===== config.mk =====
export PLATFORM = sky130hd
export DESIGN_NAME = kpd_cmd_bank
export DESIGN_NICKNAME = d
export VERILOG_FILES = /design/src/rtl/kcb_pkg.sv /design/src/rtl/kcb_wr_check.sv /design/src/rtl/kcb_rd_mux.sv /design/src/rtl/kpd_cmd_bank.sv
export SDC_FILE = /design/constraint.sdc
export NUM_CORES = 1
export LEC_CHECK = 0
export BUFFER_PORTS_ARGS = -buffer_cell sky130_fd_sc_hd__buf_2
export CAP_MARGIN = 10
export CORE_MARGIN = 3
export CORE_UTILIZATION = 48
export CTS_BUF_LIST = sky130_fd_sc_hd__clkbuf_4 sky130_fd_sc_hd__clkbuf_8
export CTS_CLUSTER_DIAMETER = 100
export DETAILED_ROUTE_END_ITERATION = 10
export PLACE_DENSITY = 0.75
export SLEW_MARGIN = 20
export SYNTH_ARGS = -nofsm -noshare
export SYNTH_HDL_FRONTEND = slang
export SYNTH_SLANG_ARGS = --single-unit

===== constraint.sdc =====
create_clock -name clk -period 2.4 [get_ports clk]
set_input_delay 0.48 -clock clk [delete_from_list [all_inputs] [get_ports clk]]
set_output_delay 0.48 -clock clk [all_outputs]
set_load 0.01 [all_outputs]

===== src/rtl/kcb_pkg.sv =====
package kcb_pkg;
  // command opcodes
  localparam logic [7:0] OP_ID       = 8'h80;
  localparam logic [7:0] OP_CFG_WR   = 8'h81;
  localparam logic [7:0] OP_STAT_RD  = 8'h82;
  localparam logic [7:0] OP_SOFT_RST = 8'h83;
  localparam logic [7:0] OP_PULL_WR  = 8'h84;
  localparam logic [7:0] OP_DIR_WR   = 8'h85;
  localparam logic [7:0] OP_MASK_WR  = 8'h86;
  localparam logic [7:0] OP_DIR_RD   = 8'h87;
  localparam logic [7:0] OP_MASK_RD  = 8'h88;
  localparam logic [7:0] OP_KEY_POP  = 8'h89;
  localparam logic [7:0] OP_KEY_PEEK = 8'h8A;
  localparam logic [7:0] OP_ACT_WR   = 8'h8B;
  localparam logic [7:0] OP_ERR_RD   = 8'h8C;
  localparam logic [7:0] OP_ROT_RD   = 8'h8E;
  localparam logic [7:0] OP_DEB_WR   = 8'h8F;
  localparam logic [7:0] OP_SIZE_WR  = 8'h90;
  localparam logic [7:0] OP_SIZE_RD  = 8'h91;
  localparam logic [7:0] OP_CFG_RD   = 8'h92;
  localparam logic [7:0] OP_CLK_WR   = 8'h93;
  localparam logic [7:0] OP_CLK_RD   = 8'h94;
  localparam logic [7:0] OP_SCR_WR   = 8'h95;
  localparam logic [7:0] OP_ENG_GO   = 8'h96;
  localparam logic [7:0] OP_ENG_HALT = 8'h97;
  localparam logic [7:0] OP_PARKED   = 8'hFF;

  // error and status bit positions
  localparam int ERRB_PARAM = 0;
  localparam int ERRB_CMD   = 1;
  localparam int STB_ERR    = 3;
  localparam int STB_NOINIT = 4;

  // reset values
  localparam logic [7:0] RST_CFG  = 8'h80;
  localparam logic [7:0] RST_STAT = 8'h10;
  localparam logic [7:0] RST_ACT  = 8'd125;
  localparam logic [7:0] RST_DEB  = 8'd3;
  localparam logic [7:0] RST_SIZE = 8'h33;
  localparam logic [7:0] RST_CLK  = 8'h08;
  localparam logic [7:0] RST_KEY  = 8'hAA;
  localparam logic [15:0] ID_WORD = 16'h0400;
endpackage


===== src/rtl/kcb_wr_check.sv =====
module kcb_wr_check
  import kcb_pkg::*;
#(
  parameter int CNT_W      = 2,
  parameter int KDIM_MIN   = 3,
  parameter int KROW_MAX   = 12,
  parameter int KCOL_MAX   = 8,
  parameter int SCRIPT_MAX = 59
) (
  input  logic [7:0]       op,
  input  logic [CNT_W-1:0] idx,
  input  logic [7:0]       val,
  output logic             known,
  output logic             bad,
  output logic             done
);
  logic sel_zero;
  logic addr_high;

  assign sel_zero  = (val[1:0] == 2'b00);
  assign addr_high = (val[7:2] > 6'(SCRIPT_MAX));

  always_comb begin
    known = 1'b1;
    bad   = 1'b0;
    done  = 1'b0;
    unique case (op)
      OP_CFG_WR, OP_ACT_WR: done = 1'b1;
      OP_SOFT_RST: begin
        done = 1'b1;
        bad  = (val != RST_KEY);
      end
      OP_PULL_WR, OP_DIR_WR, OP_MASK_WR: done = (idx != '0);
      OP_DEB_WR: begin
        done = 1'b1;
        bad  = (val == 8'h00);
      end
      OP_SIZE_WR: begin
        done = 1'b1;
        bad  = (val[3:0] < 4'(KDIM_MIN)) || (val[3:0] > 4'(KROW_MAX)) ||
               (val[7:4] < 4'(KDIM_MIN)) || (val[7:4] > 4'(KCOL_MAX));
      end
      OP_CLK_WR: begin
        done = 1'b1;
        bad  = (val[1:0] == 2'b01) || (val[1:0] == 2'b10);
      end
      OP_SCR_WR: begin
        if (idx == '0) begin
          bad  = sel_zero || addr_high;
          done = bad;
        end else begin
          done = (idx >= CNT_W'(2));
        end
      end
      OP_ENG_GO: begin
        done = 1'b1;
        bad  = sel_zero || addr_high;
      end
      OP_ENG_HALT: begin
        done = 1'b1;
        bad  = sel_zero;
      end
      OP_PARKED: bad = 1'b1;
      default: known = 1'b0;
    endcase
  end
endmodule


===== src/rtl/kcb_rd_mux.sv =====
module kcb_rd_mux
  import kcb_pkg::*;
#(
  parameter int CNT_W  = 2,
  parameter int GPIO_W = 16
) (
  input  logic [7:0]        op,
  input  logic [CNT_W-1:0]  idx,
  input  logic [7:0]        stat,
  input  logic [7:0]        err,
  input  logic [7:0]        cfg,
  input  logic [7:0]        clkc,
  input  logic [7:0]        ksize,
  input  logic [GPIO_W-1:0] pdir,
  input  logic [GPIO_W-1:0] pmask,
  input  logic [7:0]        key_byte,
  output logic [7:0]        data,
  output logic              known
);
  logic [CNT_W+2:0] sh;
  assign sh = {idx, 3'b000};

  always_comb begin
    known = 1'b1;
    data  = 8'h00;
    unique case (op)
      OP_ID:       data = 8'(ID_WORD >> sh);
      OP_STAT_RD:  data = 8'(stat >> sh);
      OP_DIR_RD:   data = 8'(pdir >> sh);
      OP_MASK_RD:  data = 8'(pmask >> sh);
      OP_KEY_POP, OP_KEY_PEEK: data = key_byte;
      OP_ERR_RD:   data = err;
      OP_ROT_RD:   data = 8'h00;
      OP_SIZE_RD:  data = ksize;
      OP_CFG_RD:   data = {4'h0, cfg[3:0]};
      OP_CLK_RD:   data = {clkc[7:2], 2'b10};
      default:     known = 1'b0;
    endcase
  end
endmodule


===== src/rtl/kpd_cmd_bank.sv =====
module kpd_cmd_bank
  import kcb_pkg::*;
#(
  parameter int GPIO_W     = 16,
  parameter int N_ENG      = 3,
  parameter int KDIM_MIN   = 3,
  parameter int KROW_MAX   = 12,
  parameter int KCOL_MAX   = 8,
  parameter int SCRIPT_MAX = 59
) (
  input  logic              clk,
  input  logic              rst_n,
  input  logic              xfer_start,
  input  logic              xfer_is_write,
  input  logic              wr_valid,
  input  logic [7:0]        wr_data,
  input  logic              rd_req,
  output logic [7:0]        rd_data,
  input  logic [7:0]        key_byte,
  output logic              key_clr,
  output logic              irq_n,
  output logic [7:0]        act_time,
  output logic [7:0]        debounce,
  output logic [7:0]        keypad_size,
  output logic [GPIO_W-1:0] gpio_pull,
  output logic [GPIO_W-1:0] gpio_dir,
  output logic [GPIO_W-1:0] gpio_mask,
  output logic              scr_wr,
  output logic [7:0]        scr_addr,
  output logic [15:0]       scr_word,
  output logic [N_ENG-1:0]  eng_go,
  output logic [N_ENG-1:0]  eng_halt,
  output logic [5:0]        eng_addr
);
  // counter only needs to reach the third parameter byte
  localparam int CNT_W = 2;
  localparam logic [CNT_W-1:0] CNT_TOP = '1;

  logic [7:0]        cmd_q, cmd_n;
  logic [CNT_W-1:0]  cnt_q, cnt_n;
  logic              wdir_q, wdir_n;
  logic [7:0]        cfg_q, cfg_n, stat_q, stat_n, err_q, err_n;
  logic [7:0]        act_q, act_n, deb_q, deb_n, size_q, size_n, clkc_q, clkc_n;
  logic [GPIO_W-1:0] pull_q, pull_n, pdir_q, pdir_n, pmask_q, pmask_n;
  logic [7:0]        saddr_q, saddr_n;
  logic [15:0]       sword_q, sword_n;
  logic [5:0]        eaddr_q, eaddr_n;
  logic              swr_q, swr_n, kclr_q, kclr_n;
  logic [N_ENG-1:0]  ego_q, ego_n, ehalt_q, ehalt_n;

  logic             acc_wr, acc_rd, reg_en;
  logic [CNT_W-1:0] pidx;
  logic             wk_known, wk_bad, wk_done, rk_known;
  logic [7:0]       errs;

  assign acc_wr = !xfer_start && wr_valid && wdir_q;
  assign acc_rd = !xfer_start && rd_req && !wdir_q;
  assign reg_en = xfer_start || acc_wr || acc_rd;
  assign pidx   = cnt_q - CNT_W'(1);

  kcb_wr_check #(
    .CNT_W(CNT_W), .KDIM_MIN(KDIM_MIN), .KROW_MAX(KROW_MAX),
    .KCOL_MAX(KCOL_MAX), .SCRIPT_MAX(SCRIPT_MAX)
  ) u_chk (
    .op(cmd_q), .idx(pidx), .val(wr_data),
    .known(wk_known), .bad(wk_bad), .done(wk_done)
  );

  kcb_rd_mux #(.CNT_W(CNT_W), .GPIO_W(GPIO_W)) u_rd (
    .op(cmd_q), .idx(cnt_q), .stat(stat_q), .err(err_q), .cfg(cfg_q),
    .clkc(clkc_q), .ksize(size_q), .pdir(pdir_q), .pmask(pmask_q),
    .key_byte(key_byte), .data(rd_data), .known(rk_known)
  );

  // next-state logic
  always_comb begin
    cmd_n = cmd_q;   cnt_n = cnt_q;   wdir_n = wdir_q;
    cfg_n = cfg_q;   stat_n = stat_q; err_n = err_q;
    act_n = act_q;   deb_n = deb_q;   size_n = size_q; clkc_n = clkc_q;
    pull_n = pull_q; pdir_n = pdir_q; pmask_n = pmask_q;
    saddr_n = saddr_q; sword_n = sword_q; eaddr_n = eaddr_q;
    swr_n = 1'b0; kclr_n = 1'b0; ego_n = '0; ehalt_n = '0;
    errs = 8'h00;

    if (xfer_start) begin
      cnt_n  = '0;
      wdir_n = xfer_is_write;
    end else if (acc_wr) begin
      cnt_n = (cnt_q == CNT_TOP) ? cnt_q : cnt_q + CNT_W'(1);
      if (cnt_q == '0) begin
        cmd_n = wr_data;
      end else begin
        if (!wk_known) errs[ERRB_CMD] = 1'b1;
        if (wk_bad)    errs[ERRB_PARAM] = 1'b1;
        if (wk_done)   cmd_n = OP_PARKED;
        unique case (cmd_q)
          OP_CFG_WR: begin
            cfg_n  = wr_data;
            stat_n = 8'h00;
            kclr_n = 1'b1;
          end
          OP_SOFT_RST: if (!wk_bad) begin
            cfg_n = RST_CFG;   stat_n = RST_STAT; err_n = 8'h00;
            act_n = RST_ACT;   deb_n = RST_DEB;   size_n = RST_SIZE;
            clkc_n = RST_CLK;  pull_n = '0; pdir_n = '0; pmask_n = '0;
          end
          OP_PULL_WR: pull_n  = (pidx == '0) ? GPIO_W'(wr_data) : (pull_q  | GPIO_W'({wr_data, 8'h00}));
          OP_DIR_WR:  pdir_n  = (pidx == '0) ? GPIO_W'(wr_data) : (pdir_q  | GPIO_W'({wr_data, 8'h00}));
          OP_MASK_WR: pmask_n = (pidx == '0) ? GPIO_W'(wr_data) : (pmask_q | GPIO_W'({wr_data, 8'h00}));
          OP_ACT_WR:  act_n  = wr_data;
          OP_DEB_WR:  deb_n  = wr_data;
          OP_SIZE_WR: size_n = wr_data;
          OP_CLK_WR:  clkc_n = wr_data;
          OP_SCR_WR: begin
            if (pidx == '0) begin
              if (!wk_bad) begin
                saddr_n = wr_data;
                sword_n = 16'h0000;
              end
            end else if (pidx == CNT_W'(1)) begin
              sword_n[15:8] = wr_data;
            end else begin
              sword_n[7:0] = wr_data;
              swr_n = 1'b1;
            end
          end
          OP_ENG_GO: if (!wk_bad) begin
            eaddr_n = wr_data[7:2];
            for (int e = 0; e < N_ENG; e++)
              if (wr_data[1:0] == 2'(e + 1)) ego_n[e] = 1'b1;
          end
          OP_ENG_HALT: if (!wk_bad) begin
            for (int e = 0; e < N_ENG; e++)
              if (wr_data[1:0] == 2'(e + 1)) ehalt_n[e] = 1'b1;
          end
          default: ;
        endcase
      end
    end else if (acc_rd) begin
      cnt_n = (cnt_q == CNT_TOP) ? cnt_q : cnt_q + CNT_W'(1);
      if (!rk_known) errs[ERRB_CMD] = 1'b1;
      if (cmd_q == OP_STAT_RD && !stat_q[STB_NOINIT]) stat_n = 8'h00;
    end

    if (errs != 8'h00) begin
      err_n = err_n | errs;
      stat_n[STB_ERR] = 1'b1;
    end
  end

  // state registers
  always_ff @(posedge clk or negedge rst_n) begin
    if (!rst_n) begin
      cmd_q <= OP_PARKED; cnt_q <= '0; wdir_q <= 1'b0;
      cfg_q <= RST_CFG;   stat_q <= RST_STAT; err_q <= 8'h00;
      act_q <= RST_ACT;   deb_q <= RST_DEB;   size_q <= RST_SIZE; clkc_q <= RST_CLK;
      pull_q <= '0; pdir_q <= '0; pmask_q <= '0;
      saddr_q <= 8'h00; sword_q <= 16'h0000; eaddr_q <= 6'd0;
    end else if (reg_en) begin
      cmd_q <= cmd_n; cnt_q <= cnt_n; wdir_q <= wdir_n;
      cfg_q <= cfg_n; stat_q <= stat_n; err_q <= err_n;
      act_q <= act_n; deb_q <= deb_n; size_q <= size_n; clkc_q <= clkc_n;
      pull_q <= pull_n; pdir_q <= pdir_n; pmask_q <= pmask_n;
      saddr_q <= saddr_n; sword_q <= sword_n; eaddr_q <= eaddr_n;
    end
  end

  // single-cycle strobes
  always_ff @(posedge clk or negedge rst_n) begin
    if (!rst_n) begin
      swr_q <= 1'b0; kclr_q <= 1'b0; ego_q <= '0; ehalt_q <= '0;
    end else begin
      swr_q <= swr_n; kclr_q <= kclr_n; ego_q <= ego_n; ehalt_q <= ehalt_n;
    end
  end

  assign irq_n       = (stat_q == 8'h00);
  assign key_clr     = kclr_q;
  assign act_time    = act_q;
  assign debounce    = deb_q;
  assign keypad_size = size_q;
  assign gpio_pull   = pull_q;
  assign gpio_dir    = pdir_q;
  assign gpio_mask   = pmask_q;
  assign scr_wr      = swr_q;
  assign scr_addr    = saddr_q;
  assign scr_word    = sword_q;
  assign eng_go      = ego_q;
  assign eng_halt    = ehalt_q;
  assign eng_addr    = eaddr_q;

  // a freshly raised error bit always comes with the status error flag
  p_err_flags_status_r3: assert property (@(posedge clk) disable iff (!rst_n)
    ($past(rst_n) && ((err_q & ~$past(err_q)) != 8'h00)) |-> stat_q[STB_ERR]);

  // a single-parameter command parks once its parameter is taken
  p_park_after_size_r3: assert property (@(posedge clk) disable iff (!rst_n)
    (acc_wr && cnt_q != '0 && cmd_q == OP_SIZE_WR) |=> (cmd_q == OP_PARKED));

  // a status read releases the interrupt unless not-initialised is set
  p_stat_read_clears_r8: assert property (@(posedge clk) disable iff (!rst_n)
    (acc_rd && cmd_q == OP_STAT_RD && !stat_q[STB_NOINIT]) |=> irq_n);

  // the not-initialised flag survives a status read
  p_noinit_sticky_r8: assert property (@(posedge clk) disable iff (!rst_n)
    (acc_rd && cmd_q == OP_STAT_RD && stat_q[STB_NOINIT]) |=> (stat_q[STB_NOINIT] && !irq_n));

  // a transaction start zeroes the byte counter
  p_start_clears_cnt_r2: assert property (@(posedge clk) disable iff (!rst_n)
    xfer_start |=> (cnt_q == '0));

  // at most one engine strobed at a time
  p_eng_onehot_r12: assert property (@(posedge clk) disable iff (!rst_n)
    $onehot0(ego_q) && $onehot0(ehalt_q));
endmodule


# After elaboration in Yosys (flattened, before gate mapping)
# Cells that the tools add are included.
# totals
wordCells,217
register_bits,149
inputBits,22
out_inout_bits,119
# classes
n_bitwise,7
reduce_logical,59
addsub,2
mux,77
n_lt_le_gt_ge,6
n_shift,4
n_eq_ne,40
# op_table
operator,count
$eq A8 B8 Y1 const B,24
$mux W8,19
$pmux W16 S2,3
$mux W16,5
$pmux W8 S2,5
$pmux W8 S9,1
$reduce_and A6 Y1,9
$or A16 B16 Y16,3
$reduce_and A7 Y1,5
$shr A16 B5 Y8,2
$reduce_bool A2 Y1,14
$mux W3,9
$mux W1,24
$logic_not A8 Y1,2
$reduce_or A13 Y1,1
$mux W2,6
$reduce_or A11 Y1,1
$shr A11 B5 Y8 const A,1
$reduce_bool A3 Y1,3
$gt A4 B4 Y1 const B,2
$lt A4 B2 Y1 const B,2
$mux W4,2
$ne A2 B2 Y1 const B,4
$ne A8 B8 Y1 const B,1
27 further kinds,47

# Logic depth before layout (Yosys ltp)
# depth
word_depth,12
depth_mapped,10
ltp_nobuf,7

# Modules after synthesis
# A second synthesis with hierarchy kept.
# hier_totals
hier_cells,744
area_unflattened_um2,7495.9
# modules_own_cells
module,area_each_um2,instances,seq_area_each_um2,cells_per_inst
kpd_cmd_bank,6204.7,1,3557.2,553
kcb_rd_mux,884.6,1,0.0,131
kcb_wr_check,406.6,1,0.0,60

# Least setup slack after synthesis
# No wires, ideal clock.
# synth_timing
kind,register to output
from,register cmd_q[7]
to,output rd_data[1]
t_arrival_ns,2.090
path_slack_ns,-0.170
t_required_ns,1.920
path_stages_with_launch,7
n_path_buf,2
path_cell_list,dfstp_2 or4b_1 buf_2 or3_1 buf_2 or3_1 nand4_1
# synth_via
elab_chain_len,3
elab_cells_between_ends,12
cone_classes,eq/ne: 10; mux: 1; reduce/logical: 1
# synth_lines
item,line_no,source
"start, declared",kpd_cmd_bank.sv:39,"logic [7:0] cmd_q, cmd_n;"
"start signal, assigned",kpd_cmd_bank.sv:160,cmd_q <= cmd_n; cnt_q <= cnt_n; wdir_q <= wdir_n;
$eq A8 B8 Y1,kcb_rd_mux.sv:26,unique case (op)
$reduce_or A2 Y1,-,
$pmux W8 S9 (*),kcb_rd_mux.sv:26,
"end, declared",kpd_cmd_bank.sv:18,"output logic [7:0] rd_data,"
# Mark *: on every way between the ends. The rest lies on a longest branch, timed or not.

# Worst setup path after layout
# Same ends and word-level chain as after synthesis.

==> metrics.md <==
| Metric | Value |
|---|---|
| Vias per cell | `slightly above 6` |
| Main flop type after synthesis | `dfrtp_1` |
| Area share of the largest cell type after synthesis | `43.2%` |
| Vias | `6437` |
| Period utilisation layout | `129%` |
| Minimum clock period | `between 3 and 4 ns` |
| Cell Rows | `42` |
| Peak VDD IR | `just under 0.5 mV` |
| Sequential share of the synthesized area | `52.0%` |
| Worst-Skew Late Latency | `roughly 0.46 ns` |
| # H-tree levels | `4` |
| Final nets | `882` |
| Leading cell types in the layout, fill and taps excluded | `135 x buf_2, 113 x dfrtp_1, 111 x buf_4` |
| Crit Path Max Fanout | `7` |
| Worst slew pin tran | `approximately 0.62 ns` |
| Area delta synth->final | `35.1%` |
| CP Launch Type | `flop` |
| Worst hold path class | `primary input to async pin` |
| Final setup viols | `8` |
| CP Cell Sequence | `or4b_4, buf_6, or3_4, or3_4, nand4_1, buf_2` |
| Mean post-synth cell area | `~11 µm²` |
| TritonRoute pass-1 iters | `5` |
| Post-Syn Area | `approximately 0.0066 mm²` |
| Critical path class | `flop to output port` |
| Yosys reg bits | `approximately 140` |
| Cell count after synthesis | `roughly 600` |
| Slew Limit Headroom | `between 50% and 60%` |
| Status | `finished with violations` |
| Vias in the first global route | `between 6000 and 7000` |
| Power per standard cell area | `a little under 700 mW/mm²` |
| Top-level I/O count | `roughly 140` |
| Layout Skew | `0.0120 ns` |
| Routed wire per std cell | `between 20 and 25 µm` |
| RSZ-0062 raised after global routing | `yes` |
| First-pass GRT wire length | `37.0 mm` |
| Slowest CP cell | `dfstp_2` |
| # clock sinks | `about 140` |
| Worst EP required | `1.92 ns` |
| Area leader, netlist | `dfrtp_1` |
| Post-Route Utilization | `approximately 67%` |
| Placer's final routability congestion estimate | `1.00` |
| Share of cells above drive strength 1 | `44.9%` |
| Root Driver | `clkbuf_8` |
| Failing checks | `negative setup slack` |
| Leakage | `~4.3 nW` |
| Crit path capture type | `output port` |
| Crit path buf inv count | `2` |
| Reg-to-reg startpoint | `cmd_q[1]$_DFFE_PN1P_` |
| Port Buffer Count | `140` |
| CTS Hold Bufs | `0` |
| Initial antenna violation count | `0` |
| DIE AREA | `around 0.015 mm²` |
| CTS Buf Count | `17` |
| Worst reg2reg path depth | `7` |
| Max Cap Viol | `0` |
| Fin worst setup slack | `-0.686 ns` |
| Die W | `approximately 120 µm` |
| Final Slew Violations | `0` |
| Final hold violation count | `0` |
| Remaining Overflow, GRT | `0` |
| Number of cells in the design after placement | `1004` |
| FFs w/ async S/R, synth | `100%` |
| Reg2Reg Setup Slack | `about 0.050 ns` |
| Family with the most delay on the worst path | `simple AND/OR/NAND/NOR gates` |
| Commonest non-fill, non-tap cell in the layout | `buf_2` |
| Half-perimeter wire length after placement | `roughly 18 mm` |
| N_diodes | `0` |
| Max frequency | `~320 MHz` |
| Residual DRC | `0` |
| Final WL | `between 20 and 25 mm` |
| Top cells by area, synth | `dfrtp_1 43%, dfstp_2 8.8%, nand2_1 3.2%, a21oi_1 2.9%, a22oi_1 2.9%` |
| Synth unique cells | `just under 80` |
| EDFF count, synth | `0` |
| Initial Util | `about half` |
| Fin cells | `about 1000` |
| Core Area | `approximately 0.013 mm²` |
| Most common cell on crit path | `or3_4` |
| Worst path max stage delay | `0.53 ns` |
| Die height | `roughly 120 µm` |
| Clk slew on worst S/H paths | `~0.080 ns` |
| GRT Total Usage | `33.0%` |
| Yosys warns | `0` |
| R2R Path End | `stat_q[3]$_DFFE_PN0P_` |
| Largest net degree at the start of global routing | `51` |
| Initial DRC count | `approximately 510` |
| Final ANT Viol Nets | `0` |
| Mapped Nets | `between 600 and 700` |
| TritonCTS clock tree | `yes` |
| Worst path arrival time | `about 2.6 ns` |
| Maximum root-to-sink buffer count | `2` |
[sequential cells by signal (all words and copies together), names as in the netlist]
| signal | count |
|---|---|
| cmd_q | 8 |
| scr_word | 16 |
| err_q | 2 |
| debounce | 8 |
| stat_q | 2 |
| gpio_pull | 16 |
| key_clr | 1 |
| cnt_q | 2 |
| scr_addr | 8 |
| act_time | 8 |
| wdir_q | 1 |
| gpio_mask | 16 |
| eng_halt | 3 |
| gpio_dir | 16 |
| cfg_q | 4 |
| eng_addr | 6 |
| eng_go | 3 |
| keypad_size | 8 |
| scr_wr | 1 |
| clkc_q | 6 |
[report_power, final]
group / internal (mW) / switching, mW / total, mW / leakage [nW]
clock: 0.870 / 0.973 / 1.84 / 0.196
combinational: 0.650 / 0.994 / 1.64 / 2.37
sequential: 2.41 / 0.0884 / 2.49 / 1.70
total: 3.93 / 2.06 / 5.98 / 4.27
[worst max-delay path by stage]
stage                              start                        to  slack, ns  cells past startpoint
global route        cmd_q[7]$_DFFE_PN1P_                rd_data[1]      -0.75                      6
detailed placement            wr_data[0]  scr_word[11]$_DFFE_PN0P_      -0.23                      9
CTS                 cmd_q[7]$_DFFE_PN1P_                rd_data[6]      -0.65                      7
global placement    cmd_q[1]$_DFFE_PN1P_  scr_word[15]$_DFFE_PN0P_      -0.20                      7
finish              cmd_q[7]$_DFFE_PN1P_                rd_data[1]      -0.69                      6
floorplan           cmd_q[7]$_DFFE_PN1P_                rd_data[1]      -0.07                      6
[stage by stage]
stage | area [µm²] | hold slack [ns] | total power [mW] | setup slack (ns) | setup TNS, ns
6_report | 8850 | 0.0179 | 5.98 | -0.686 | -5.15
5_1_grt | 8850 | 0.0455 | 6.21 | -0.747 | -5.97
4_1_cts | 8740 | 0.0247 | 5.94 | -0.649 | -4.87
3_5_place_dp | 8280 | 0.468 | 4.10 | -0.232 | -4.87
3_3_place_gp | 8280 | 0.451 | 4.08 | -0.205 | -4.65
2_1_floorplan | 6630 | 0.184 | 3.30 | -0.0699 | -0.297
[cells in the mapped netlist (16+ instances only)]
cell type	instances
a21oi_1	38
a22o_1	20
a22oi_1	25
buf_2	19
clkbuf_1	19
dfrtp_1	113
dfstp_2	22
nand2_1	56
nor2_1	45
o21ai_0	22
o2bb2ai_1	16
[per-layer routing]
| metal | wire length (µm) | GRT usage (%) | vias to the layer above |
|---|---|---|---|
| li1 | - | - | 2793 |
| met1 | 10100 | 45.6 | 3260 |
| met2 | 11400 | 51.1 | 342 |
| met3 | 2240 | 7.74 | 42 |
| met4 | 647 | 11.5 | 0 |
| met5 | 0 | 0 | - |
[timing repair]
action | CTS | global route
setup buffers | 2 | 2
gates cloned | 0 | 1
pin swaps | 4 | 2
setup endpoints to repair | 28 | 60
resized for setup | 11 | 21
[cell type report]
cell class | count | area (µm²)
clock buffers | 19 | 255
clock inverters | 13 | 121
fillers | 1077 | 4440
inverters | 16 | 60.1
multi-input cells | 419 | 3020
flip-flops and latches | 135 | 3410
well taps | 176 | 220
repair buffers | 263 | 1770
[cell families after synthesis]
logic type	synth area share, %
muxes	3.04
AOI/OAI and AO/OA	23.2
buffers and inverters	3.93
adders and majority gates	1.53
xor gates and xnor gates	0.267
and+or+nand+nor	16.1
DFF	52.0
No activity file was read; power rests on OpenSTA's default activity.
